<file path="config.mk">
export PLATFORM = sky130hd
export DESIGN_NAME = raster_timing_gen
export DESIGN_NICKNAME = d
export VERILOG_FILES = /design/src/rtl/rtg_pkg.sv /design/src/rtl/rtg_regs.sv /design/src/rtl/rtg_counter.sv /design/src/rtl/rtg_status.sv /design/src/rtl/raster_timing_gen.sv
export SDC_FILE = /design/constraint.sdc
export NUM_CORES = 1
export LEC_CHECK = 0
export ABC_CLOCK_PERIOD_IN_PS = 3750
export BUFFER_PORTS_ARGS = -buffer_cell sky130_fd_sc_hd__buf_2
export CAP_MARGIN = 5
export CORE_MARGIN = 2
export CORE_UTILIZATION = 55
export CTS_BUF_LIST = sky130_fd_sc_hd__clkbuf_4 sky130_fd_sc_hd__clkbuf_8 sky130_fd_sc_hd__clkbuf_16
export DETAILED_ROUTE_END_ITERATION = 10
export PLACE_DENSITY = 0.77
export SYNTH_ARGS = -nofsm -noshare
export SYNTH_HDL_FRONTEND = slang
export SYNTH_SLANG_ARGS = --single-unit
</file>
<file path="constraint.sdc">
create_clock -name clk -period 3.75 [get_ports clk]
set_input_delay 0.375 -clock clk [delete_from_list [all_inputs] [get_ports clk]]
set_output_delay 0.375 -clock clk [all_outputs]
set_load 0.02 [all_outputs]
</file>
<file path="src/rtl/rtg_pkg.sv">
package rtg_pkg;

    localparam int DOT_W     = 10;
    localparam int LINE_W    = 10;
    localparam int VS_W      = 4;
    localparam int HS_W      = 7;
    localparam int HSYNC_W   = HS_W + 2;
    localparam int LEN_W     = DOT_W + 1;
    localparam int STATUS_W  = 14;
    localparam int SEL_W     = 2;

    localparam logic [LINE_W-1:0] RETRACE_END_LINE = LINE_W'(42);

    localparam logic [31:0] GEOM_RESET = 32'h0270_035F;
    localparam logic [31:0] SYNC_RESET = 32'h07D6_A53F;

    typedef enum logic [SEL_W-1:0] {
        SEL_GEOM  = 2'd0,
        SEL_SYNC  = 2'd1,
        SEL_CFG   = 2'd2,
        SEL_PORCH = 2'd3
    } reg_sel_e;

    typedef struct packed {
        logic [LINE_W-1:0] lines_m1;
        logic [DOT_W-1:0]  dots_m1;
        logic [VS_W-1:0]   vs_lines;
        logic [HS_W-1:0]   hs_code;
        logic              interlace;
        logic [DOT_W-1:0]  porch_code;
    } raster_cfg_t;

    typedef struct packed {
        logic [DOT_W-1:0]  pix;
        logic [LINE_W-1:0] line;
        logic              field;
    } raster_pos_t;

    function automatic logic [HSYNC_W-1:0] hsync_dots(input logic [HS_W-1:0] code);
        logic [HSYNC_W-1:0] plus1;
        plus1 = HSYNC_W'(code) + HSYNC_W'(1);
        return plus1 << 1;
    endfunction

    function automatic logic [LEN_W-1:0] porch_dots(input logic [DOT_W-1:0] code);
        return LEN_W'(code) + LEN_W'(1);
    endfunction

    function automatic logic [LEN_W-1:0] line_dots(input logic [DOT_W-1:0] dots_m1);
        return LEN_W'(dots_m1) + LEN_W'(1);
    endfunction

endpackage

</file>
<file path="src/rtl/rtg_regs.sv">
module rtg_regs
    import rtg_pkg::*;
(
    input  logic              clk,
    input  logic              rst,
    input  logic              wr_en,
    input  logic [SEL_W-1:0]  wr_sel,
    input  logic [31:0]       wr_data,
    output raster_cfg_t       cfg_o
);

    raster_cfg_t cfg_q;
    reg_sel_e    sel;

    assign sel = reg_sel_e'(wr_sel);

    logic unused_wr_bits;
    assign unused_wr_bits = ^{wr_data[31:26], wr_data[15:12], wr_data[10], wr_data[7]};

    always_ff @(posedge clk) begin
        if (rst) begin
            cfg_q.lines_m1   <= GEOM_RESET[16 +: LINE_W];
            cfg_q.dots_m1    <= GEOM_RESET[0 +: DOT_W];
            cfg_q.vs_lines   <= SYNC_RESET[8 +: VS_W];
            cfg_q.hs_code    <= SYNC_RESET[0 +: HS_W];
            cfg_q.interlace  <= 1'b0;
            cfg_q.porch_code <= '0;
        end else if (wr_en) begin
            case (sel)
                SEL_GEOM: begin
                    cfg_q.lines_m1 <= wr_data[16 +: LINE_W];
                    cfg_q.dots_m1  <= wr_data[0 +: DOT_W];
                end
                SEL_SYNC: begin
                    cfg_q.vs_lines <= wr_data[8 +: VS_W];
                    cfg_q.hs_code  <= wr_data[0 +: HS_W];
                end
                SEL_CFG:   cfg_q.interlace  <= wr_data[4];
                SEL_PORCH: cfg_q.porch_code <= wr_data[0 +: DOT_W];
                default: ;
            endcase
        end
    end

    assign cfg_o = cfg_q;

    // reset loads the default geometry and sync timing
    a_r1_reset_defaults: assert property (@(posedge clk)
        rst |=> (cfg_o.lines_m1 == 10'h270 && cfg_o.dots_m1 == 10'h35F &&
                 cfg_o.vs_lines == 4'h5 && cfg_o.hs_code == 7'h3F &&
                 !cfg_o.interlace && cfg_o.porch_code == '0));

    // configuration is stable when no write occurs
    a_r5_cfg_hold: assert property (@(posedge clk) disable iff (rst)
        !wr_en |=> $stable(cfg_o));

endmodule

</file>
<file path="src/rtl/rtg_counter.sv">
module rtg_counter
    import rtg_pkg::*;
(
    input  logic        clk,
    input  logic        rst,
    input  logic        dot_en,
    input  raster_cfg_t cfg,
    output raster_pos_t pos_o,
    output logic        frame_o
);

    raster_pos_t pos_q, pos_d;
    logic        frame_q, frame_d;
    logic        end_of_line;
    logic        end_of_field;

    assign end_of_line  = (pos_q.pix >= cfg.dots_m1);
    assign end_of_field = (pos_q.line >= cfg.lines_m1);

    always_comb begin
        pos_d   = pos_q;
        frame_d = 1'b0;
        if (dot_en) begin
            if (end_of_line) begin
                pos_d.pix = '0;
                if (end_of_field) begin
                    pos_d.line = '0;
                    if (cfg.interlace) begin
                        pos_d.field = ~pos_q.field;
                    end
                end else begin
                    pos_d.line = pos_q.line + LINE_W'(1);
                    frame_d    = (pos_d.line == RETRACE_END_LINE);
                end
            end else begin
                pos_d.pix = pos_q.pix + DOT_W'(1);
            end
        end
    end

    always_ff @(posedge clk) begin
        if (rst) begin
            pos_q   <= '0;
            frame_q <= 1'b0;
        end else begin
            pos_q   <= pos_d;
            frame_q <= frame_d;
        end
    end

    assign pos_o   = pos_q;
    assign frame_o = frame_q;

    // the strobe marks pixel 0 of the retrace-end line
    a_r4_frame_at_retrace_end: assert property (@(posedge clk) disable iff (rst)
        frame_o |-> (pos_o.line == RETRACE_END_LINE && pos_o.pix == '0));

    // the strobe lasts a single cycle
    a_r4_frame_single: assert property (@(posedge clk) disable iff (rst)
        frame_o |=> !frame_o);

    // no movement without the dot enable
    a_r5_hold_position: assert property (@(posedge clk) disable iff (rst)
        !dot_en |=> $stable(pos_o));

    // field flips only at a wrap with interlace on
    a_r3_field_at_wrap: assert property (@(posedge clk) disable iff (rst)
        (pos_o.field != $past(pos_o.field)) |->
            (pos_o.line == '0 && pos_o.pix == '0 && $past(cfg.interlace)));

endmodule

</file>
<file path="src/rtl/rtg_status.sv">
module rtg_status
    import rtg_pkg::*;
#(
    parameter int BACK_PORCH_DOTS = 108
) (
    input  logic                clk,
    input  logic                rst,
    input  raster_cfg_t         cfg,
    input  raster_pos_t         pos,
    output logic [STATUS_W-1:0] status_o
);

    localparam int CMP_W = LEN_W + 8;

    logic               same_parity;
    logic               past_vsync;
    logic [HSYNC_W-1:0] hs_width;
    logic [LEN_W-1:0]   fp_len;
    logic [CMP_W-1:0]   pix_plus_bp;
    logic [CMP_W-1:0]   len_wide;
    logic               hsync_off;
    logic               vsync_off;
    logic               active;

    assign same_parity = (pos.line[0] == pos.field);
    assign past_vsync  = (pos.line >= LINE_W'(cfg.vs_lines));
    assign hs_width    = hsync_dots(cfg.hs_code);
    assign fp_len      = porch_dots(cfg.porch_code);
    assign pix_plus_bp = CMP_W'(pos.pix) + CMP_W'(BACK_PORCH_DOTS);
    assign len_wide    = CMP_W'(line_dots(cfg.dots_m1));

    always_comb begin
        hsync_off = 1'b0;
        vsync_off = 1'b0;
        active    = 1'b0;
        if (same_parity) begin
            hsync_off = (HSYNC_W'(pos.pix) > hs_width) || (pos.pix[DOT_W-1:HSYNC_W] != '0);
            if (past_vsync) begin
                vsync_off = 1'b1;
                active    = (LEN_W'(pos.pix) > fp_len);
            end
        end else begin
            hsync_off = 1'b1;
            if (past_vsync) begin
                vsync_off = 1'b1;
                active    = (pix_plus_bp < len_wide);
            end
        end
    end

    assign status_o = {vsync_off, hsync_off, active, pos.field, pos.line};

    // the active flag never appears during vertical sync
    a_r7_active_needs_vsync_off: assert property (@(posedge clk) disable iff (rst)
        status_o[11] |-> status_o[13]);

    // opposite-parity lines before the vsync count show only hsync-off
    a_r8_early_other_parity: assert property (@(posedge clk) disable iff (rst)
        (pos.line[0] != pos.field && pos.line < LINE_W'(cfg.vs_lines)) |->
            (status_o[13:11] == 3'b010));

endmodule

</file>
<file path="src/rtl/raster_timing_gen.sv">
module raster_timing_gen
    import rtg_pkg::*;
#(
    parameter int BACK_PORCH_DOTS = 108
) (
    input  logic                 clk,
    input  logic                 rst,
    input  logic                 dot_en,
    input  logic                 wr_en,
    input  logic [SEL_W-1:0]     wr_sel,
    input  logic [31:0]          wr_data,
    output logic [STATUS_W-1:0]  status_o,
    output logic                 frame_o
);

    raster_cfg_t cfg;
    raster_pos_t pos;

    rtg_regs u_regs (
        .clk     (clk),
        .rst     (rst),
        .wr_en   (wr_en),
        .wr_sel  (wr_sel),
        .wr_data (wr_data),
        .cfg_o   (cfg)
    );

    rtg_counter u_counter (
        .clk     (clk),
        .rst     (rst),
        .dot_en  (dot_en),
        .cfg     (cfg),
        .pos_o   (pos),
        .frame_o (frame_o)
    );

    rtg_status #(
        .BACK_PORCH_DOTS (BACK_PORCH_DOTS)
    ) u_status (
        .clk      (clk),
        .rst      (rst),
        .cfg      (cfg),
        .pos      (pos),
        .status_o (status_o)
    );

endmodule

</file>
==> Yosys cells after proc, flatten, opt, wreduce, memory -nomap -nowiden <==
Index checks and enable logic that the tools add are counted.
{ "totals": {"word_cells": 46, "register_bits": 64, "out_inout_bits": 15, "in_bits": 38} }
{ "classes": {"n_eq_ne": 5, "magnitude_cmp": 6, "n_addsub": 6, "n_mux": 7, "reduce_logical": 9, "n_bitwise": 3} }
{ "op_table": {"columns": ["op", "n"], "rows": [
  ["10-bit by 1-bit adder with 11-bit output (second input constant)", 2],
  ["10-bit by 1-bit adder with 10-bit output (second input constant)", 2],
  ["10-bit greater-or-equal comparator", 2],
  ["10-bit two-way mux", 2],
  ["19-bit by 11-bit less-than comparator with 1-bit output", 1],
  ["10-bit by 7-bit adder with 11-bit output (second input constant)", 1],
  ["10-bit by 11-bit > comparator with 1-bit output", 1],
  ["10-bit by 6-bit equality test with 1-bit output (second input constant)", 1],
  ["10-bit by 4-bit greater-or-equal comparator with 1-bit output", 1],
  ["2-bit AND reduction", 5],
  ["9-bit > comparator", 1],
  ["7-bit by 1-bit adder with 8-bit output (second input constant)", 1],
  ["1-bit two-way mux", 5],
  ["2-bit equality test (second input constant)", 2],
  ["4-bit AND reduction", 1],
  ["4-bit OR reduction", 1],
  ["1-bit NOT", 3],
  ["2-bit by 1-bit equality test with 1-bit output (second input constant)", 1],
  ["2-bit zero test", 1],
  ["1-bit equality test", 1],
  ["1-bit logical OR", 1]
]} }

==> Depth between registers and ports, before layout <==
{ "depth": {"depth_word": 4, "depth_mapped": 13, "depth_no_buf": 12} }

==> Cells and area by module <==
Synthesis repeated with hierarchy kept, for this count alone.
{ "unflattened": {"cells_unflattened": 554, "area_unflattened_um2": 4845.9} }
{ "modules_own_cells": {"columns": ["mod", "area_each_um2", "cells_per_inst", "instances", "seq_area_each_um2"], "rows": [
  ["rtg_regs", 1776.7, 176, 1, 840.8],
  ["rtg_counter", 1684.1, 199, 1, 440.4],
  ["rtg_status", 1385.1, 179, 1, 0.0]
]} }

==> Least setup slack after synthesis <==
OpenSTA, ideal clock, no wires.
{ "synth_path": {"path_type": "reg-to-output", "start": "reg u_counter.pos_q, in the netlist u_counter.pos_o[13]", "end": "out status_o[11]", "required_ns": 3.375, "path_slack_ns": 1.162, "path_stages_with_launch": 14, "arrival_time_ns": 2.213, "path_buffers": 1, "path_cell_list": "dfxtp_1 inv_1 ha_1 o21ai_0 nand2_1 xnor2_1 ha_1 a21oi_1 nor2b_1 o21ai_0 nand3b_1 a21oi_1 o21a_1 buf_4"} }
{ "synth_via": {"elab_chain_len": 4, "elab_cells_between_ends": 6, "classes_between": "1 x add/sub; 2 x order compare; 3 x mux"} }
{ "synth_rtl": {"columns": ["item", "line_no", "source"], "rows": [
  ["from (decl)", "rtg_counter.sv:12", "raster_pos_t pos_q, pos_d;"],
  ["from (signal assigned)", "rtg_counter.sv:46", "pos_q <= pos_d;"],
  ["10-bit by 7-bit adder with 11-bit output", "rtg_status.sv:29", "assign pix_plus_bp = CMP_W'(pos.pix) + CMP_W'(BACK_PORCH_DOTS);"],
  ["19-bit by 11-bit less-than comparator with 1-bit output", "rtg_status.sv:46", "active = (pix_plus_bp < len_wide);"],
  ["1-bit two-way mux", "rtg_status.sv:44", "if (past_vsync) begin"],
  ["1-bit two-way mux (*)", "rtg_status.sv:36", "if (same_parity) begin"],
  ["to (decl)", "raster_timing_gen.sv:12", "output logic [STATUS_W-1:0] status_o,"]
]} }
Every way passes the cells marked *; elsewhere a longest branch is shown, timed or not.

==> Worst setup path after layout <==
Ends and elaborated chain as after synthesis.

==> results.rst <==
.. list-table::
   :header-rows: 1

   * - Metric
     - Value
   * - Result of the run
     - finished, final reports clean
   * - Peak supply drop
     - 0.218 mV
   * - TritonCTS clock tree
     - built
   * - Maximum fanout along the worst path
     - 7
   * - Worst hold path cell count
     - 2
   * - Reg-to-reg critical path startpoint
     - u_counter.pos_o[1]$_SDFFE_PP0P_
   * - Ys flop type
     - dfxtp_1
   * - Top-area cell type share of the netlist area
     - 29.0%
   * - Routed Antenna Nets
     - 0
   * - Netlist Area Pre-Place
     - 0.00442 mm²
   * - Sink of the worst hold path
     - u_regs.cfg_o[41]$_SDFFE_PP1P_
   * - Slack of the worst reg-to-reg path
     - approximately 1.1 ns
   * - Via count of the first global-routing pass
     - 3773
   * - Pin count of the biggest net entering global routing
     - 46
   * - Library cell with the largest summed area after synthesis
     - dfxtp_1
   * - Final TNS setup
     - 0 ns
   * - Vertical die dimension
     - 93.7 µm
   * - HP Class
     - input port to flop
   * - Drt initial violations
     - around 200
   * - Vias per inst
     - 5.69
   * - Top routing layer used
     - met4
   * - Distinct cells, synth
     - 45
   * - Number of gates given a new drive strength after cts
     - 0
   * - Post-route standard cell area excluding fillers
     - 0.00483 mm²
   * - Starting density of the core
     - 56.9%
   * - Synth Area per Inst
     - between 8 and 9 µm²
   * - Final period demand of the worst path
     - ~3.5 ns
   * - Routed wire length on met3
     - ~490 µm
   * - Power Total
     - 0.00173 W
   * - Ranking of synthesized cells by instance count
     - nand2_1, dfxtp_1, ha_1
   * - Share of cells above drive strength 1
     - about an eighth
   * - Detailed-route wire length on metal 1
     - 4.48 mm
   * - Number of sinks handled by clock tree synthesis
     - 64
   * - Maximum buffer depth of the clock tree
     - 2
   * - Kind of end point of the critical path
     - output pin
   * - Power density over the cells
     - 358 mW/mm²
   * - Clock root buffer
     - clkbuf_8
   * - Synthesis warning total
     - 0
   * - Average wire per cell in the routed design
     - 15.0 µm
   * - Achievable Freq
     - 282 MHz
   * - Clock H-tree levels
     - 3
   * - WL met2
     - slightly above 5 mm
   * - Nature of the critical path startpoint
     - flop
   * - Count of endpoints failing hold in the final timing report
     - 0
   * - Largest cells by area after synthesis
     - dfxtp_1, ha_1, nand2_1
   * - Placed Instance Area
     - 0.00461 mm²
   * - Wirelength, routed
     - about 10 mm
   * - Total I/O pin count
     - 53
   * - Number of buffers added on ports
     - 42
   * - MaxCap Viol Count
     - 0
   * - Total half-perimeter wirelength after legalization and detailed placement
     - 7.60 mm
   * - #FFs+latches synth
     - 64
   * - Routability cong.
     - 0.838
   * - Horizontal die dimension
     - 93.7 µm
   * - Nets@finish
     - 671
   * - First-pass GRT wire length
     - 17.3 mm
   * - Total number of vias
     - 3864
   * - Count of flip-flops with a built-in enable after synthesis
     - 0
   * - Clock latency on the worst-skew pair
     - ~0.36 ns
   * - Pre-Repair DR Iteration Count
     - 5
   * - Die outline area
     - 0.00877 mm²
   * - Share of the core filled with cells
     - 62.2%
   * - Clock Skew
     - 0.00743 ns
   * - Sequential area share after synthesis
     - between 20 and 30%
   * - Critical path cell sequence
     - inv_1, ha_1, o21ai_0, nand2_1, xnor2_1, ha_1, a21oi_1, nor2b_1, o21ai_0, nand3b_1, a21oi_1, o21a_1, buf_2
   * - CP max stage delay
     - about 0.53 ns
   * - Initial antenna violation count
     - 0
   * - Slew at the pin closest to its max-slew limit
     - 0.659 ns
   * - Required time of the critical path
     - roughly 3.4 ns
   * - Register-to-Register Path Depth
     - 8
   * - Worst hold slack across all endpoints
     - ~0.23 ns
   * - Sum of overflow across all layers after global routing
     - 0
   * - Clock-pin transition on the worst setup and hold timing paths
     - 0.07 ns
   * - Overall routing resource usage
     - 25.3%
   * - Final number of setup-violating endpoints
     - 0
   * - RR Endpoint
     - u_counter.pos_o[8]$_SDFFE_PP0P_
   * - Source of the worst hold timing path
     - wr_data[25]
   * - Instance count of the mapped netlist
     - ~550
   * - Buffers inserted by post-CTS timing repair
     - 0
   * - Number of DRC violations after detailed routing
     - 0
   * - Relative max-transition margin
     - 55.5%
   * - Core footprint
     - 0.00777 mm²
   * - Fraction of registers with async set/reset
     - 0%
   * - Area Growth Syn to Fin
     - 9.23%
   * - Arr. time, crit path
     - 3.17 ns
   * - Final max-slew violation count
     - 0
   * - Placement row count
     - 32
   * - Count leader, synth
     - nand2_1
   * - Leakage component of the power
     - 2.16 nW
   * - WS Path Type
     - flop to output pin
   * - Hold-fix buffers, CTS
     - 0
   * - Total clock buffers created by CTS
     - 9
   * - Number of antenna repair diodes
     - 0
   * - Max stage delay cell, worst path
     - dfxtp_1
   * - Synth Net Count
     - between 600 and 700
   * - Fraction of the cycle the final worst path needs
     - a little over nine tenths
   * - Setup repair after global routing missed its margin
     - false
==> metal layers <==
layer | vias to the layer above | GRT usage [%]
met1 | 1822 | 32.2
met2 | 99 | 42.7
li1 | 1930 | -
met3 | 13 | 4.65
met4 | 0 | 9.30
met5 | - | 0
==> flip-flops by register name (all words and copies together), names as in the netlist <==
register	cells
u_counter.frame_o	1
u_regs.cfg_o	42
u_counter.pos_o	21
==> through the flow <==
step           setup WS, ns  cells
2_1_floorplan          1.16    547
3_3_place_gp          0.768    663
3_5_place_dp          0.648    663
4_1_cts               0.255    679
5_1_grt              0.0273    679
6_report              0.202    679
==> cell type report <==
cell class	instances	area, µm²
inverters	43	161
clock buffers	14	186
repair buffers	45	233
multi-input cells	409	2800
flip-flops and latches	64	1280
well taps	102	128
fillers	697	2940
clock inverters	2	35.0
==> cell usage in the layout, fill, tap and decap left out, types with 4 or more instances in the layout <==
master,Yosys,routed
nand3b_1,10,10
a21o_1,6,6
o21ai_0,21,21
xnor2_1,23,23
a211oi_1,4,4
buf_2,2,42
clkbuf_8,0,13
nand2b_1,4,4
o31ai_2,4,4
nor3_1,7,7
o22a_2,4,4
nand2_1,77,77
nor2_1,42,42
o2bb2ai_1,4,4
inv_1,43,43
a21oi_1,35,35
and3_1,9,9
dfxtp_1,64,64
a211o_1,14,14
nand4_1,6,6
ha_1,61,61
nor2b_1,4,4
nand3_1,32,32
xor2_1,13,13
==> critical path, delay by kind of cell (launching register included) <==
family	cells	cell delay, ns
DFF	1	0.53
and+or+nand+nor	3	0.28
adders and majority gates	2	0.59
xor gates and xnor gates	1	0.16
buffers and inverters	2	0.32
AOI/OAI and AO/OA	5	0.94
==> worst max-delay path by stage <==
stage,to,from,slack [ns]
6_report,status_o[11],u_counter.pos_o[13]$_SDFFE_PP0P_,0.20
2_1_floorplan,status_o[11],u_counter.pos_o[13]$_SDFFE_PP0P_,1.16
4_1_cts,status_o[11],u_counter.pos_o[13]$_SDFFE_PP0P_,0.26
5_1_grt,status_o[11],u_counter.pos_o[13]$_SDFFE_PP0P_,0.03
3_5_place_dp,status_o[11],u_counter.pos_o[13]$_SDFFE_PP0P_,0.65
3_3_place_gp,status_o[11],u_counter.pos_o[13]$_SDFFE_PP0P_,0.77
==> where the power goes <==
part | internal, W | switching (W) | leakage (nW) | total, W
registers | 0.000709 | 0.0000379 | 0.521 | 0.000747
logic | 0.000143 | 0.000184 | 1.52 | 0.000327
clock network | 0.000386 | 0.000270 | 0.116 | 0.000656
total | 0.00124 | 0.000492 | 2.16 | 0.00173
==> cells by family (layout without fill, tap and decap cells) <==
logic type               count (synthesis)  after routing  synth area share, %
multiplexers                             3              3                0.679
buffers and inverters                   74            104                 7.70
AND/OR/NAND/NOR                        204            204                 21.9
AO/OA/AOI/OAI                          105            105                 16.4
XOR/XNOR                                36             36                 7.13
flip-flops                              64             64                 29.0
adder cells (fa/ha/maj)                 61             61                 17.3
No activity file was read; power rests on OpenSTA's default activity.
